File: src/rtl/irq_seq_pkg.sv
package irq_seq_pkg;
  typedef enum logic [3:0] {
    ST_IDLE,
    ST_E_DEC1,
    ST_E_PUSH_PC,
    ST_E_DEC2,
    ST_E_PUSH_SR,
    ST_E_CLR_IE,
    ST_E_ACK,
    ST_E_VEC,
    ST_R_POP_SR,
    ST_R_INC1,
    ST_R_POP_PC,
    ST_R_INC2
  } seq_state_e;
endpackage

File: src/rtl/irq_seq_rst_sync.sv
module irq_seq_rst_sync #(
  parameter int STAGES = 2
) (
  input  logic clk,
  input  logic rst_n_i,
  output logic rst_n_o
);
  logic [STAGES-1:0] sync_q;

  always_ff @(posedge clk or negedge rst_n_i) begin
    if (!rst_n_i) sync_q <= '0;
    else          sync_q <= {sync_q[STAGES-2:0], 1'b1};
  end

  assign rst_n_o = sync_q[STAGES-1];
endmodule

File: src/rtl/irq_seq_fsm.sv
module irq_seq_fsm
  import irq_seq_pkg::*;
(
  input  logic       clk,
  input  logic       rst_n,
  input  logic       start_irq,
  input  logic       start_ret,
  output seq_state_e state_q
);
  seq_state_e state_d;

  always_comb begin
    state_d = state_q;
    unique case (state_q)
      ST_IDLE: begin
        if (start_ret)      state_d = ST_R_POP_SR;
        else if (start_irq) state_d = ST_E_DEC1;
      end
      ST_E_DEC1:    state_d = ST_E_PUSH_PC;
      ST_E_PUSH_PC: state_d = ST_E_DEC2;
      ST_E_DEC2:    state_d = ST_E_PUSH_SR;
      ST_E_PUSH_SR: state_d = ST_E_CLR_IE;
      ST_E_CLR_IE:  state_d = ST_E_ACK;
      ST_E_ACK:     state_d = ST_E_VEC;
      ST_E_VEC:     state_d = ST_IDLE;
      ST_R_POP_SR:  state_d = ST_R_INC1;
      ST_R_INC1:    state_d = ST_R_POP_PC;
      ST_R_POP_PC:  state_d = ST_R_INC2;
      ST_R_INC2:    state_d = ST_IDLE;
      default:      state_d = ST_IDLE;
    endcase
  end

  always_ff @(posedge clk or negedge rst_n) begin
    if (!rst_n) state_q <= ST_IDLE;
    else        state_q <= state_d;
  end
endmodule

File: src/rtl/irq_seq_regs.sv
module irq_seq_regs #(
  parameter int          AW        = 8,
  parameter int          DW        = 16,
  parameter int          IE_BIT    = 0,
  parameter int unsigned STACK_TOP = 240
) (
  input  logic          clk,
  input  logic          rst_n,
  input  logic          sp_dec,
  input  logic          sp_inc,
  input  logic          sr_sw_ld,
  input  logic [DW-1:0] sr_sw_d,
  input  logic          sr_pop_ld,
  input  logic [DW-1:0] sr_pop_d,
  input  logic          ie_clr,
  input  logic          pcs_ld,
  input  logic [DW-1:0] pcs_d,
  input  logic          vec_ld,
  input  logic [DW-1:0] vec_d,
  output logic [AW-1:0] sp_q,
  output logic [DW-1:0] sr_q,
  output logic [DW-1:0] pcs_q,
  output logic [DW-1:0] vec_q
);
  localparam logic [AW-1:0] SP_RST  = AW'(STACK_TOP);
  localparam logic [DW-1:0] IE_MASK = DW'(1) << IE_BIT;

  logic [AW-1:0] sp_d;
  logic          sp_en;
  logic [DW-1:0] sr_d;
  logic          sr_en;

  always_comb begin
    sp_en = sp_dec | sp_inc;
    sp_d  = sp_q;
    if (sp_dec)      sp_d = sp_q - 1'b1;
    else if (sp_inc) sp_d = sp_q + 1'b1;
  end

  always_comb begin
    sr_en = sr_pop_ld | ie_clr | sr_sw_ld;
    sr_d  = sr_q;
    if (sr_pop_ld)     sr_d = sr_pop_d;
    else if (ie_clr)   sr_d = sr_q & ~IE_MASK;
    else if (sr_sw_ld) sr_d = sr_sw_d;
  end

  always_ff @(posedge clk or negedge rst_n) begin
    if (!rst_n)     sp_q <= SP_RST;
    else if (sp_en) sp_q <= sp_d;
  end

  always_ff @(posedge clk or negedge rst_n) begin
    if (!rst_n)     sr_q <= '0;
    else if (sr_en) sr_q <= sr_d;
  end

  always_ff @(posedge clk) begin
    if (pcs_ld) pcs_q <= pcs_d;
  end

  always_ff @(posedge clk) begin
    if (vec_ld) vec_q <= vec_d;
  end
endmodule

File: src/rtl/irq_seq.sv
module irq_seq
  import irq_seq_pkg::*;
#(
  parameter int          NUM_IRQ   = 4,
  parameter int          AW        = 8,
  parameter int          DW        = 16,
  parameter int          IE_BIT    = 0,
  parameter int unsigned STACK_TOP = 240
) (
  input  logic               clk,
  input  logic               rst_n,
  input  logic [NUM_IRQ-1:0] irq_req,
  input  logic               instr_end,
  input  logic               iret_req,
  input  logic [DW-1:0]      pc_cur,
  input  logic [DW-1:0]      vec_addr,
  input  logic               psr_we,
  input  logic [DW-1:0]      psr_wdata,
  output logic [DW-1:0]      psr_q,
  output logic [AW-1:0]      sp_q,
  output logic               busy,
  output logic               irq_ack,
  output logic               pc_we,
  output logic [DW-1:0]      pc_wdata,
  output logic               mem_we,
  output logic               mem_re,
  output logic [AW-1:0]      mem_addr,
  output logic [DW-1:0]      mem_wdata,
  input  logic [DW-1:0]      mem_rdata
);
  logic       rst_n_s;
  seq_state_e state_q;
  logic       idle, pending, start_irq, start_ret;
  logic [DW-1:0] pcs_q, vec_q;

  irq_seq_rst_sync #(.STAGES(2)) u_rst (
    .clk     (clk),
    .rst_n_i (rst_n),
    .rst_n_o (rst_n_s)
  );

  assign idle      = (state_q == ST_IDLE);
  assign pending   = |irq_req;
  assign start_ret = idle & instr_end & iret_req;
  assign start_irq = idle & instr_end & pending & psr_q[IE_BIT] & ~iret_req;

  irq_seq_fsm u_fsm (
    .clk       (clk),
    .rst_n     (rst_n_s),
    .start_irq (start_irq),
    .start_ret (start_ret),
    .state_q   (state_q)
  );

  irq_seq_regs #(
    .AW(AW), .DW(DW), .IE_BIT(IE_BIT), .STACK_TOP(STACK_TOP)
  ) u_regs (
    .clk       (clk),
    .rst_n     (rst_n_s),
    .sp_dec    ((state_q == ST_E_DEC1) | (state_q == ST_E_DEC2)),
    .sp_inc    ((state_q == ST_R_INC1) | (state_q == ST_R_INC2)),
    .sr_sw_ld  (idle & psr_we),
    .sr_sw_d   (psr_wdata),
    .sr_pop_ld (state_q == ST_R_POP_SR),
    .sr_pop_d  (mem_rdata),
    .ie_clr    (state_q == ST_E_CLR_IE),
    .pcs_ld    (start_irq),
    .pcs_d     (pc_cur),
    .vec_ld    (state_q == ST_E_ACK),
    .vec_d     (vec_addr),
    .sp_q      (sp_q),
    .sr_q      (psr_q),
    .pcs_q     (pcs_q),
    .vec_q     (vec_q)
  );

  always_comb begin
    busy      = ~idle;
    mem_we    = (state_q == ST_E_PUSH_PC) | (state_q == ST_E_PUSH_SR);
    mem_re    = (state_q == ST_R_POP_SR) | (state_q == ST_R_POP_PC);
    mem_addr  = sp_q;
    mem_wdata = (state_q == ST_E_PUSH_PC) ? pcs_q : psr_q;
    irq_ack   = (state_q == ST_E_ACK);
    pc_we     = (state_q == ST_E_VEC) | (state_q == ST_R_POP_PC);
    pc_wdata  = (state_q == ST_E_VEC) ? vec_q : mem_rdata;
  end
endmodule

File: config.mk
export PLATFORM = sky130hd
export DESIGN_NAME = irq_seq
export DESIGN_NICKNAME = d
export VERILOG_FILES = /design/src/rtl/irq_seq_pkg.sv /design/src/rtl/irq_seq_rst_sync.sv /design/src/rtl/irq_seq_fsm.sv /design/src/rtl/irq_seq_regs.sv /design/src/rtl/irq_seq.sv
export SDC_FILE = /design/constraint.sdc
export NUM_CORES = 1
export LEC_CHECK = 0
export ABC_AREA = 1
export CAP_MARGIN = 15
export CORE_ASPECT_RATIO = 0.9
export CORE_UTILIZATION = 39
export CTS_CLUSTER_DIAMETER = 120
export DETAILED_ROUTE_END_ITERATION = 8
export HOLD_SLACK_MARGIN = 0.05
export PLACE_DENSITY_LB_ADDON = 0.15
export SETUP_SLACK_MARGIN = 0.02
export SLEW_MARGIN = 10
export SYNTH_ARGS = -nofsm -noshare
export SYNTH_HDL_FRONTEND = slang
export SYNTH_HIERARCHICAL = 1
export SYNTH_SLANG_ARGS = --single-unit
export TNS_END_PERCENT = 5
File: constraint.sdc
create_clock -name clk -period 1.55 [get_ports clk]
set_input_delay 0.2325 -clock clk [delete_from_list [all_inputs] [get_ports clk]]
set_output_delay 0.2325 -clock clk [all_outputs]
set_load 0.02 [all_outputs]
# [Yosys cells after proc, flatten, opt, wreduce, memory -nomap -nowiden]
# Index checks and enable logic that the tools add are counted.
[classes] addsub=2 n_eq_ne=13 muxes=10 bitwise_logic=16 n_reduce_logical=8
[ops] operator="16-bit 2-to-1 mux" n=5
[ops] operator="4-bit case mux with 10 select lines" n=1
[ops] operator="4-bit by 3-bit equality test with 1-bit output (second input constant)" n=4
[ops] operator="4-bit equality test (second input constant)" n=4
[ops] operator="8-bit 2-to-1 mux" n=2
[ops] operator="8-bit by 1-bit adder with 8-bit output (second input constant)" n=1
[ops] operator="4-bit by 2-bit equality test with 1-bit output (second input constant)" n=2
[ops] operator="4-bit 2-to-1 mux" n=2
[ops] operator="1-bit bitwise OR" n=8
[ops] operator="8-bit by 1-bit subtractor with 8-bit output (second input constant)" n=1
[ops] operator="1-bit AND" n=6
[ops] operator="4-bit by 1-bit equality test with 1-bit output (second input constant)" n=1
[ops] operator="4-bit logical NOT" n=1
[ops] operator="2-bit AND reduction" n=2
[ops] operator="2-bit nonzero test" n=2
[ops] operator="4-bit OR reduction" n=1
[ops] operator="3-bit by 1-bit != test with 1-bit output (second input constant)" n=1
[ops] operator="3-bit AND reduction" n=1
[ops] operator="3-bit nonzero test" n=1
[ops] operator="2-bit by 1-bit != test with 1-bit output (second input constant)" n=1
[ops] operator="1-bit NOT" n=2
[totals] register_bits=62 inputBits=73 output_inout_bits=69 elab_cells=56

# [Logic depth before layout (Yosys ltp)]
[depth] ltp_word=8 mapped_depth=12 depth_no_buf=12

# [By module]
# Netlist, hierarchy kept.
[by_module_without_submodules] module="irq_seq_regs" n_inst=1 cells_each=208 area_per_inst_um2=2374.8 seq_area_each_um2=1566.5
[by_module_without_submodules] module="irq_seq" n_inst=1 cells_each=147 area_per_inst_um2=701.9 seq_area_each_um2=0.0
[by_module_without_submodules] module="irq_seq_fsm" n_inst=1 cells_each=26 area_per_inst_um2=205.2 seq_area_each_um2=100.1
[by_module_without_submodules] module="irq_seq_rst_sync" n_inst=1 cells_each=3 area_per_inst_um2=53.8 seq_area_each_um2=50.0

# [Worst setup path before layout]
# No wires, ideal clock.
[synth_timing] path_type="register to register" startpoint="register u_fsm.state_q[3]" endpoint="register u_regs.sp_q[4]" setup_time_ps=69 arrival_time_ps=2338 t_required_ps=1481 path_slack_ps=-857 path_stages_with_launch=8 path_buffers=0 synth_period_minus_slack_ps=2407 cell_sequence="dfrtp_1 > nor3_1 > ha_1 > or2_1 > and2_4 > nand2_1 > nand2_1 > o21ai_2"
[synth_between] elab_chain_len=4 elab_cells_between_ends=10 cone_classes="eq/ne: 4; mux: 1; bitwise: 3; reduce/logical: 2"
[synth_lines] item="start, declared" line="irq_seq_fsm.sv:8" source="output seq_state_e state_q"
[synth_lines] item="start signal, assigned" line="irq_seq_fsm.sv:36" source="else state_q <= state_d;"
[synth_lines] item="4-bit equality test (tied with other cells)" line="irq_seq.sv:61" source=".sp_inc ((state_q == ST_R_INC1) | (state_q == ST_R_INC2)),"
[synth_lines] item="1-bit bitwise OR, on equally long branches" line="irq_seq.sv:61, irq_seq.sv:60"
[synth_lines] item="2-bit nonzero test (no line) or 1-bit bitwise OR (tied branches)"
[synth_lines] item="2-bit AND reduction (no line)"
[synth_lines] item="end signal, assigned" line="irq_seq_regs.sv:50" source="else if (sp_en) sp_q <= sp_d;"
[synth_lines] item="end, declared" line="irq_seq_regs.sv:20" source="output logic [AW-1:0] sp_q,"
# Several ways; a longest one is shown, not always the timed one.
# A chain may end at the register's enable or synchronous reset.

# [Worst setup path in the final report]
[layout_timing] startpoint="register u_fsm.state_q[2]" endpoint="register u_regs.sp_q[6]"
# The elaborated chain is that of the path after synthesis.

==> impl_results.md <==
* WP data required at 1.82 ns
* Largest net degree at the start of global routing at 29
* Cts bufs inserted at 9
* Routed via count at 3263
* Vias in the first global route at 3164
* CP top delay family: simple AND/OR/NAND/NOR gates
* Crit path depth at 12
* Initial antenna violation count at 0
* Top-level I/O count at roughly 140
* Clock power share at 0.147
* Max cap viols at 0
* Slowest-stage cell, CP: dfrtp_2
* Antenna diode count at 0
* Worst Skew at 0.00995 ns
* CP startpoint kind: flop
* Core area at between 0.008 and 0.009 mm2
* Pint at 6.08 mW
* Final hold vios at 0
* Switching Fraction at 0.440
* Max Slew Vio Count at 0
* CP dominant cell by count: nand2_1
* Slowest stage delay, CP at 0.45 ns
* Metal3 WL at 592 um
* CTS tree: done
* Reg2Reg Setup Slack at -0.34 ns
* Clock Sinks at 62
* Post-Syn Instances at about 380
* Cell variety after synth at 30
* Max VDD drop at 1290 uV
* Number of synthesis warnings at 6
* Yosys top cell area share at 0.288
* Comb power frac at 0.605
* Mean Syn Cell Area at 8.69 um2
* Crit Reg-Reg Startpoint: u_fsm/state_q[2]
* Setup crit end: u_regs/sp_q[6]
* Share of the yosys chip area belonging to registers at 0.515
* Via density at 4.68
* First-pass GRT wire length at 15.9 mm
* Routed wire length at 9.88 mm
* Ys async rst share at 0.484
* Worst Hold Class: reg -> async
* Top cell type by total area after synthesis: edfxtp_1
* DRT iter0 DRCs at 92
* Count leader, synth: nand2_1
* Share of layout cells above drive strength 1 at 0.275
* Max Root-Sink Buffers at 2
* CP Cell Sequence: buf_6 -> nor3_4 -> inv_2 -> fa_2 -> inv_2 -> nand2_2 -> nand2_2 -> nand3b_1 -> nand2_1 -> nand2_1 -> nand3_1 -> nand2_1
* Die height at 89.7 um
* Setup ws final at -0.338 ns
* Top routing layer in use: met4
* PD cells at 1970 mW/mm2
* H-tree level count at 3
* Met2 wire length at 4.74 mm
* First drt pass iteration count at 5
* Syn_nets at between 400 and 500
* RSZ-0062 raised after global routing: true
* Psw at ~4.8 mW
* Final setup violation count at 59
* Number of remaining DRC errors at 0
* Post-Syn Area at between 0.003 and 0.004 mm2
* Final nets at 657
* Final HPWL DP at 7.31 mm
* Row count at 31
* Synth area leaders: edfxtp_1 29%, dfrtp_1 20%, nand2_1 14%
* Wl on met1 at between 4 and 5 mm
* Overflow after GRT at 0
* Lkg Pwr at between 2 and 3 nW
* Die width at 99.5 um
* GR Util All Layers at 0.233
* Post-Place Worst Slack at -0.393 ns
* Bufs and invs on worst path at 3
* Fin crit share at 1.22
* Worst r2r dst: u_regs/sp_q[6]
* Number of synthesized flops with an enable pin at 32
* Critical-path maximum fanout at 5
* Worst-Skew Late Latency at 0.35 ns
* Synth Register Bits at just over 60
* Clock transition at path regs at 0.07 ns
* Drt wl/cell at 14.2 um
* Top cells by instance count after synthesis: 124 x nand2_1, 58 x nand3_1, 37 x inv_1
* Die footprint at 0.00893 mm2
* RD Place Congestion at around 0.87
* Failing checks: negative setup slack
* CP Class: reg -> reg
* Area growth syn-to-layout at 65.3%
* Antenna Nets Post-Route at 0
* Synth Flop Type: edfxtp_1
* Setup TNS at -11.32 ns
* Worst reg-to-reg path cell count at 12
* Final critical-path required period at 1.89 ns
* Outcome: finished with violations
* Initial core utilization at 0.408
* Hold_ws at 0.264 ns
* F_max at 530 MHz
* Critical path origin: u_fsm/state_q[2]
* Critical Path AT at 2.16 ns
* Port Buffers at ~140
* Tot Pwr at 10.9 mW
* Sequential power share at 0.247
* Clock Tree Root: clkbuf_8
* Crit. End Element: flop
## layout by cell type, fill, tap and decap left out, drive strengths merged
cell type,n
clkbuf,11
nor3,3
o211ai,15
clkdlybuf4s15,2
clkdlybuf4s50,72
a21oi,6
nor2,28
bufinv,2
dlygate4sd2,30
inv,41
conb,1
nand3b,2
dfstp,4
dfrtp,26
clkinv,3
dlygate4sd3,1
clkinvlp,1
o21ai,10
buf,95
edfxtp,32
xor2,2
nand2,126
fa,1
ha,6
nand3,58
and2,1
or2,3
## registers in the layout (all words and copies together) (netlist names)
| name | flops |
|---|---|
| u_regs/sr_q | 16 |
| u_regs/vec_q | 16 |
| u_regs/sp_q | 8 |
| u_regs/pcs_q | 16 |
| u_fsm/state_q | 4 |
| u_rst/sync_q | 2 |
## per-layer routing
metal,global-route usage,up-vias
li1,-,1637
met1,0.301,1499
met2,0.375,112
met3,0.0568,15
met4,0.0895,0
met5,0,-
## metrics by stage
step	utilization	std cells	instance area [um2]
finish	0.674	697	5520
global route	0.674	697	5520
CTS	0.658	691	5390
detailed placement	0.645	673	5280
global placement	0.645	673	5280
floorplan	-	384	3360
## power by group through the flow
stage	clock network [mW]	registers, mW	logic (mW)
after floorplan	0	3.06	3.32
after global placement	0	2.71	6.72
after detailed placement	0	2.72	6.82
after CTS	1.64	2.67	6.28
after global routing	1.71	2.75	7.18
final	1.60	2.68	6.57
## worst register-to-register path, delay by kind of cell, from the launching register on
family / cells / cell delay (ns)
simple gates: 8 / 0.73
flops: 1 / 0.45
fa+ha+maj: 1 / 0.36
buf+inv: 3 / 0.28
## cell type report
cell class | count | area, um2
clock buffers | 10 | 138
clock inverters | 6 | 85.1
fillers | 688 | 2670
inverters | 41 | 156
multi-input cells | 262 | 1420
flip-flops and latches | 62 | 1720
well taps | 115 | 144
repair buffers | 201 | 1850
## cells by family after synthesis
logic type / after synthesis / synth area share
adder cells (fa/ha/maj): 7 / 0.0285
buffers and inverters: 60 / 0.0911
flip-flops: 62 / 0.515
AO/OA/AOI/OAI: 31 / 0.0611
AND/OR/NAND/NOR: 221 / 0.298
XOR/XNOR: 2 / 0.00525
other: 1 / 0.00112
## worst min-delay path by stage
| stage | endpoint | cells after the start |
|---|---|---|
| global route | u_regs/sp_q[2] | 1 |
| CTS | u_regs/sp_q[2] | 1 |
| floorplan | u_rst/sync_q[0] | 0 |
| global placement | u_regs/sp_q[2] | 1 |
| detailed placement | u_regs/sp_q[0] | 1 |
| finish | u_regs/sr_q[4] | 1 |
## repair_timing
action,CTS,global route
gates resized for setup,207,29
cloned,0,0
buffers inserted,1,6
hold endpoints to repair,2,0
pin swaps,8,6
setup endpoints to repair,110,79
hold buffers,1,0
(Power assumes the default switching activity.)
